**src/rtl/shtmr_pkg.sv**
```systemverilog
package shtmr_pkg;
    localparam int ADDR_W = 4;
    localparam int DATA_W = 32;

    localparam logic [ADDR_W-1:0] A_PWM_CFG = 4'd0;
    localparam logic [ADDR_W-1:0] A_CC_CFG  = 4'd1;
    localparam logic [ADDR_W-1:0] A_DUTY0   = 4'd2;
    localparam logic [ADDR_W-1:0] A_CMP0    = 4'd5;
    localparam logic [ADDR_W-1:0] A_CAP0    = 4'd8;
    localparam logic [ADDR_W-1:0] A_MODE    = 4'd11;
    localparam logic [ADDR_W-1:0] A_FLAGS   = 4'd12;
    localparam logic [ADDR_W-1:0] A_CC_CNT  = 4'd13;
    localparam logic [ADDR_W-1:0] A_PWM_CNT = 4'd14;

    typedef enum logic [1:0] {
        CAP_RISE = 2'd0,
        CAP_FALL = 2'd1,
        CAP_BOTH = 2'd2,
        CAP_OFF  = 2'd3
    } cap_mode_e;
endpackage

```
**src/rtl/tmr_edge_sync.sv**
```systemverilog
module tmr_edge_sync (
    input  logic clk,
    input  logic rst_n,
    input  logic din,
    output logic rise,
    output logic fall
);
    logic [2:0] sh_d, sh_q;

    always_comb begin
        sh_d = {sh_q[1:0], din};
    end

    always_ff @(posedge clk or negedge rst_n) begin
        if (!rst_n) sh_q <= '0;
        else        sh_q <= sh_d;
    end

    assign rise = sh_q[1] & ~sh_q[2];
    assign fall = ~sh_q[1] & sh_q[2];
endmodule

```
**src/rtl/tmr_prescaler.sv**
```systemverilog
module tmr_prescaler #(
    parameter int PRE_W = 8
) (
    input  logic             clk,
    input  logic             rst_n,
    input  logic             evt,
    input  logic [PRE_W-1:0] div,
    output logic             tick
);
    logic [PRE_W-1:0] pre_d, pre_q;

    always_comb begin
        tick  = evt && (pre_q == div);
        pre_d = pre_q;
        if (tick)     pre_d = '0;
        else if (evt) pre_d = pre_q + 1'b1;
    end

    always_ff @(posedge clk or negedge rst_n) begin
        if (!rst_n) pre_q <= '0;
        else        pre_q <= pre_d;
    end
endmodule

```
**src/rtl/shared_timer.sv**
```systemverilog
module shared_timer
    import shtmr_pkg::*;
#(
    parameter int PWM_W = 8,
    parameter int CC_W  = 32,
    parameter int PRE_W = 8,
    parameter int NCH   = 3
) (
    input  logic              clk,
    input  logic              rst_n,
    input  logic              reg_wr,
    input  logic [3:0]        reg_addr,
    input  logic [31:0]       reg_wdata,
    output logic [31:0]       reg_rdata,
    input  logic              ext_clk,
    input  logic [NCH-1:0]    cap_in,
    output logic [NCH-1:0]    pwm_out,
    output logic              irq
);
    localparam int FLAG_W = 2 * NCH;

    typedef struct packed {
        logic [PWM_W-1:0]            pwm_cnt;
        logic [CC_W-1:0]             cc_cnt;
        logic [PRE_W-1:0]            pwm_div;
        logic                        pwm_ext;
        logic [PRE_W-1:0]            cc_div;
        logic                        cc_ext;
        logic [NCH-1:0][PWM_W-1:0]   shadow;
        logic [NCH-1:0][PWM_W-1:0]   active;
        logic [NCH-1:0][CC_W-1:0]    cmp;
        logic [NCH-1:0][CC_W-1:0]    cap;
        logic [NCH-1:0][1:0]         mode;
        logic [NCH-1:0]              cmp_flag;
        logic [NCH-1:0]              cap_flag;
    } state_t;

    state_t st_d, st_q;

    logic           ext_rise, ext_fall;
    logic [NCH-1:0] cap_rise, cap_fall;
    logic           pwm_tick, cc_tick;

    tmr_edge_sync u_ext_sync (
        .clk(clk), .rst_n(rst_n), .din(ext_clk), .rise(ext_rise), .fall(ext_fall)
    );

    for (genvar g = 0; g < NCH; g++) begin : g_cap_sync
        tmr_edge_sync u_sync (
            .clk(clk), .rst_n(rst_n), .din(cap_in[g]),
            .rise(cap_rise[g]), .fall(cap_fall[g])
        );
    end

    tmr_prescaler #(.PRE_W(PRE_W)) u_pwm_pre (
        .clk(clk), .rst_n(rst_n),
        .evt(st_q.pwm_ext ? ext_rise : 1'b1),
        .div(st_q.pwm_div), .tick(pwm_tick)
    );

    tmr_prescaler #(.PRE_W(PRE_W)) u_cc_pre (
        .clk(clk), .rst_n(rst_n),
        .evt(st_q.cc_ext ? ext_rise : 1'b1),
        .div(st_q.cc_div), .tick(cc_tick)
    );

    always_comb begin
        logic [NCH-1:0] cmp_set, cap_set, cmp_clr, cap_clr;
        logic           wrap;
        logic           hit;
        st_d    = st_q;
        cmp_set = '0;
        cap_set = '0;
        cmp_clr = '0;
        cap_clr = '0;
        wrap    = pwm_tick && (st_q.pwm_cnt == '1);

        if (pwm_tick) st_d.pwm_cnt = st_q.pwm_cnt + 1'b1;
        if (cc_tick)  st_d.cc_cnt  = st_q.cc_cnt + 1'b1;

        for (int i = 0; i < NCH; i++) begin
            if (wrap) st_d.active[i] = st_q.shadow[i];
            cmp_set[i] = (st_q.cc_cnt == st_q.cmp[i]);
            hit = ((st_q.mode[i] == CAP_RISE) && cap_rise[i])
               || ((st_q.mode[i] == CAP_FALL) && cap_fall[i])
               || ((st_q.mode[i] == CAP_BOTH) && (cap_rise[i] || cap_fall[i]));
            if (hit) begin
                st_d.cap[i] = st_q.cc_cnt;
                cap_set[i]  = 1'b1;
            end
        end

        if (reg_wr) begin
            if (reg_addr == A_PWM_CFG) begin
                st_d.pwm_div = reg_wdata[PRE_W-1:0];
                st_d.pwm_ext = reg_wdata[PRE_W];
            end
            if (reg_addr == A_CC_CFG) begin
                st_d.cc_div = reg_wdata[PRE_W-1:0];
                st_d.cc_ext = reg_wdata[PRE_W];
            end
            if (reg_addr == A_MODE) st_d.mode = reg_wdata[FLAG_W-1:0];
            if (reg_addr == A_FLAGS) begin
                cmp_clr = reg_wdata[NCH-1:0];
                cap_clr = reg_wdata[FLAG_W-1:NCH];
            end
            for (int i = 0; i < NCH; i++) begin
                if (reg_addr == ADDR_W'(int'(A_DUTY0) + i)) st_d.shadow[i] = reg_wdata[PWM_W-1:0];
                if (reg_addr == ADDR_W'(int'(A_CMP0) + i))  st_d.cmp[i]    = reg_wdata[CC_W-1:0];
            end
        end

        st_d.cmp_flag = (st_q.cmp_flag & ~cmp_clr) | cmp_set;
        st_d.cap_flag = (st_q.cap_flag & ~cap_clr) | cap_set;
    end

    always_ff @(posedge clk or negedge rst_n) begin
        if (!rst_n) begin
            st_q      <= '0;
            st_q.cmp  <= '1;
            st_q.mode <= '1;
        end else begin
            st_q <= st_d;
        end
    end

    always_comb begin
        reg_rdata = '0;
        if (reg_addr == A_PWM_CFG)  reg_rdata = DATA_W'({st_q.pwm_ext, st_q.pwm_div});
        if (reg_addr == A_CC_CFG)   reg_rdata = DATA_W'({st_q.cc_ext, st_q.cc_div});
        if (reg_addr == A_MODE)     reg_rdata = DATA_W'(st_q.mode);
        if (reg_addr == A_FLAGS)    reg_rdata = DATA_W'({st_q.cap_flag, st_q.cmp_flag});
        if (reg_addr == A_CC_CNT)   reg_rdata = DATA_W'(st_q.cc_cnt);
        if (reg_addr == A_PWM_CNT)  reg_rdata = DATA_W'(st_q.pwm_cnt);
        for (int i = 0; i < NCH; i++) begin
            if (reg_addr == ADDR_W'(int'(A_DUTY0) + i)) reg_rdata = DATA_W'(st_q.shadow[i]);
            if (reg_addr == ADDR_W'(int'(A_CMP0) + i))  reg_rdata = DATA_W'(st_q.cmp[i]);
            if (reg_addr == ADDR_W'(int'(A_CAP0) + i))  reg_rdata = DATA_W'(st_q.cap[i]);
        end
    end

    always_comb begin
        for (int i = 0; i < NCH; i++) pwm_out[i] = (st_q.pwm_cnt < st_q.active[i]);
    end

    assign irq = |{st_q.cap_flag, st_q.cmp_flag};

    logic unused_fall;
    assign unused_fall = ext_fall;
endmodule

```
**config.mk**
```make
export PLATFORM = sky130hd
export DESIGN_NAME = shared_timer
export DESIGN_NICKNAME = d
export VERILOG_FILES = /design/src/rtl/shtmr_pkg.sv /design/src/rtl/tmr_edge_sync.sv /design/src/rtl/tmr_prescaler.sv /design/src/rtl/shared_timer.sv
export SDC_FILE = /design/constraint.sdc
export NUM_CORES = 1
export LEC_CHECK = 0
export BUFFER_PORTS_ARGS = -buffer_cell sky130_fd_sc_hd__buf_2
export CORE_MARGIN = 1.5
export CORE_UTILIZATION = 40
export CTS_CLUSTER_SIZE = 24
export DETAILED_ROUTE_END_ITERATION = 10
export PLACE_DENSITY_LB_ADDON = 0.1
export SLEW_MARGIN = 30
export SYNTH_ARGS = -nofsm -noshare
export SYNTH_HDL_FRONTEND = slang
export SYNTH_SLANG_ARGS = --single-unit
```
**constraint.sdc**
```tcl
create_clock -name clk -period 3.5 [get_ports clk]
set_clock_uncertainty 0.15 [all_clocks]
set_input_delay 0.525 -clock clk [delete_from_list [all_inputs] [get_ports clk]]
set_output_delay 0.525 -clock clk [all_outputs]
set_load 0.05 [all_outputs]
```
==> impl_results.rst <==
.. list-table::
   :header-rows: 1

   * - Metric
     - Value
   * - Met2 Wirelength
     - 28.15 mm
   * - Delay of the slowest cell on the worst path
     - 0.58 ns
   * - Remaining global-route overflow
     - 0
   * - Maximum frequency from static timing analysis
     - 0.3001 GHz
   * - # DRC
     - 0
   * - PD cells
     - 604.4 nW/um^2
   * - Switching power summed over all nets
     - 0.004202 W
   * - Final worst path period need
     - 3.332 ns
   * - Horizontal die dimension
     - 215.1 um
   * - Kind of critical path
     - reg -> out
   * - Post-synthesis compound-gate area fraction
     - 10.36%
   * - Top library cells by usage in the layout, fill and taps aside
     - mux2_2, dfrtp_1, xor2_1
   * - Routed wire length per instance
     - 25.02 um
   * - Proportion of synthesized chip area in sequential cells
     - 47.69%
   * - Overall die area
     - 46290 sq um
   * - Worst setup margin
     - 0.1676 ns
   * - Post-placement setup slack
     - 0.07744 ns
   * - Total global routing track utilization
     - 25.24%
   * - Synthesized-area fraction occupied by xor and xnor cells
     - 7.784%
   * - Main combinational cell family by area after synthesis
     - multiplexers
   * - Critical Path Start Type
     - flop
   * - Ratio of cells with drive above 1 in the final layout
     - 35.13%
   * - Count of antenna-violating nets left after detailed routing
     - 0
   * - Non-Filler Instances
     - 2317
   * - Leakage Power
     - 9.500 nW
   * - Slowest stage cell, crit path
     - dfrtp_1
   * - Pin count of the biggest net entering global routing
     - 76
   * - Max Used Layer
     - met4
   * - Vias
     - 12900
   * - Routability cong.
     - 0.8874
   * - Vias in the first global route
     - 13280
   * - Slew at the pin closest to its max-slew limit
     - 0.9490 ns
   * - Placed cells
     - 2240
   * - Combinational share of power
     - 23.2%
   * - Synth Net Count
     - 1697
   * - Maximum VDD drop
     - 473.9 uV
   * - Main flop type after synthesis
     - dfrtp_1
   * - Total negative slack for setup checks
     - 0 ns
   * - Clock buffers created by TritonCTS
     - 39
   * - CTS H-tree lvls
     - 2
   * - Class of the tightest hold or removal check
     - in -> reg
   * - Number of violations reported at the end of detailed-routing iteration 0
     - 854
   * - Critical path, cell by cell
     - ha_1 > a2111oi_0 > buf_4 > nand2_1 > o21ai_0 > a31o_2 > buf_2
   * - Proportion of synthesized flip-flops having asynchronous set or reset
     - 100.0%
   * - Count of final hold-check violations
     - 0
   * - Area added between synthesis and finish
     - 15.60%
   * - Rows
     - 77
   * - Max_slew headroom
     - 36.15%
   * - Cell-internal power
     - 0.008376 W
   * - Number of enable-type register cells in the synthesized netlist
     - 0
   * - Portion of total power attributed to the clock network
     - 32.8%
   * - Routed length on met3
     - 2.252 mm
   * - YS warnings
     - 0
   * - Met1 Wirelength
     - 25.75 mm
   * - 1st-pass router iterations
     - 6
   * - Critical path fanouts, max
     - 8
   * - IO Count
     - 79
   * - Final nets
     - 1768
   * - Antenna violations before repair
     - 0
   * - Total power consumption of the routed design
     - 0.01258 W
   * - CTS tree
     - yes
   * - Via-to-Cell Ratio
     - 5.569
   * - Area inside the core boundary
     - 44320 sq um
   * - Max-slew violation count
     - 0
   * - Post-synthesis mux area share
     - 18.33%
   * - Post-synthesis sequential element count
     - 338
   * - Result of the run
     - finished, final reports clean
   * - Worst endpoint data arrival time
     - 2.66 ns
   * - Vertical die dimension
     - 215.1 um
   * - Post-CTS setup buffer count
     - 0
   * - Endpoint kind of the worst setup timing path
     - output pin
   * - Number of input and output port buffers inserted
     - 78
   * - Post-Synth Simple-Gate Area
     - 9.703%
   * - Mean Syn Cell Area
     - 11.09 sq um
   * - Clock network latency to the later pin of the worst-skew pair
     - 0.57 ns
   * - # setup viols final
     - 0
   * - Fraction of power spent switching nets
     - 33.41%
   * - Sink count of the clock tree
     - 338
   * - Total wire length
     - 57.96 mm
   * - Max Buffers Root-to-Sink
     - 3
   * - Maxcap violations
     - 0
   * - Post-Route Hold Slack
     - 0.07837 ns
   * - Count of inserted antenna diode cells
     - 0
   * - Sequential group share of total power
     - 43.9%
   * - CTS Root Cell
     - clkbuf_16
   * - Synthesized cell area
     - 18000 sq um
   * - Most frequent standard cell in the layout excluding fill and tap cells
     - mux2_2
   * - Global-route wire length before repair
     - 87.29 mm
   * - Half-perimeter wire length after placement
     - 40.43 mm
   * - CP Data Required Time
     - 2.82 ns
   * - Final period utilization
     - 95.21%
   * - Post-CTS clock slew at the launch and capture registers of the worst setup and hold paths
     - 0.06 ns
   * - Synth Instances
     - 1623
   * - Share of synthesized cell area in full adder, half adder and majority cells
     - 2.155%
   * - Setup repair after global routing missed its margin
     - false
   * - Initial cell density of the core
     - 40.62%
   * - Count of unique library cells instantiated by Yosys
     - 73
==> power by group through the flow <==
| stage | combinational, W | sequential [W] | clock, W |
|---|---|---|---|
| 2_1_floorplan | 0.00207 | 0.00518 | 0 |
| 3_3_place_gp | 0.00291 | 0.00557 | 0 |
| 3_5_place_dp | 0.00293 | 0.00558 | 0 |
| 4_1_cts | 0.00295 | 0.00552 | 0.00424 |
| 5_1_grt | 0.00316 | 0.00562 | 0.00439 |
| 6_report | 0.00292 | 0.00553 | 0.00413 |
==> per-layer routing <==
layer | GRT usage (%) | vias up
met5 | 0 | -
met4 | 8.765 | 0
met3 | 3.029 | 84
met2 | 42.05 | 277
met1 | 33.91 | 6624
li1 | - | 5918
==> critical path: cells and delay by family, from the launching register on <==
| kind | cells | cell delay (ns) |
|---|---|---|
| DFF | 1 | 0.58 |
| adders and majority gates | 1 | 0.32 |
| AOI/OAI and AO/OA | 3 | 0.70 |
| buffers and inverters | 2 | 0.47 |
| and+or+nand+nor | 1 | 0.04 |
==> logic make-up after synthesis <==
family | after synthesis
muxes | 294
adders and majority gates | 31
AOI/OAI and AO/OA | 298
buffers and inverters | 163
and+or+nand+nor | 339
xor gates and xnor gates | 160
DFF | 338
==> state kept, by name (all words and copies together) (netlist names) <==
| signal | flops |
|---|---|
| st_q | 310 |
| u_ext_sync.sh_q | 3 |
| u_cc_pre.pre_q | 8 |
| g_cap_sync.u_sync.sh_q | 9 |
| u_pwm_pre.pre_q | 8 |
==> synthesized netlist by cell type, types with 9 or more instances <==
| master | count | share of area, % |
|---|---|---|
| o21ai_0 | 81 | 2.3 |
| dfrtp_1 | 236 | 33 |
| buf_1 | 9 | 0.19 |
| mux2_1 | 30 | 1.9 |
| a22oi_1 | 34 | 1.4 |
| clkbuf_1 | 66 | 1.4 |
| buf_2 | 44 | 1.2 |
| xnor2_1 | 29 | 1.4 |
| nor2b_1 | 10 | 0.35 |
| xor2_1 | 131 | 6.4 |
| nor4_1 | 25 | 0.87 |
| inv_1 | 36 | 0.75 |
| a222oi_1 | 9 | 0.50 |
| mux2_2 | 256 | 16 |
| dfstp_2 | 102 | 15 |
| a21oi_1 | 94 | 2.6 |
| ha_1 | 31 | 2.2 |
| nand4_1 | 26 | 0.90 |
| nand2_1 | 72 | 1.5 |
| nor3_1 | 22 | 0.61 |
| nand3_1 | 19 | 0.53 |
| nor2_1 | 110 | 2.3 |
==> repair_timing <==
| item | CTS | global route |
|---|---|---|
| resized for setup | 0 | 3 |
| endpoints found under the hold margin | 54 | 0 |
| hold buffers | 5 | 0 |
| endpoints found under the setup margin | 0 | 2 |
==> worst paths after layout <==
check	from	to	slack, ns	cells past startpoint
worst min-delay path	reg_wdata[16]	st_q[124]	0.08	2
worst max-delay path	st_q[307]	pwm_out[2]	0.17	7
min in group asynchronous	rst_n	g_cap_sync[0].u_sync.sh_q[0]	0.38	2
max in group asynchronous	rst_n	st_q[242]	1.83	4
worst max register to register	u_cc_pre.pre_q[1]	st_q[301]	0.95	5
worst min register to register	u_ext_sync.sh_q[0]	u_ext_sync.sh_q[1]	0.20	0
==> final cells by class <==
cell class	count	area, sq um
tap	592	740.7
clock buffer	59	1152
timing repair buffer	157	1256
clock inverter	13	132.6
inverter	36	135.1
sequential	338	8586
fill	4148	23510
multi-input combinational	1122	8808
==> through the flow <==
stage / utilization (%) / instance area (sq um)
2_1_floorplan: - / 18000
4_1_cts: 46.95 / 20810
3_5_place_dp: 43.93 / 19470
6_report: 46.96 / 20810
5_1_grt: 46.96 / 20810
3_3_place_gp: 43.93 / 19470
Note: power is estimated with default switching activity, not from simulation.
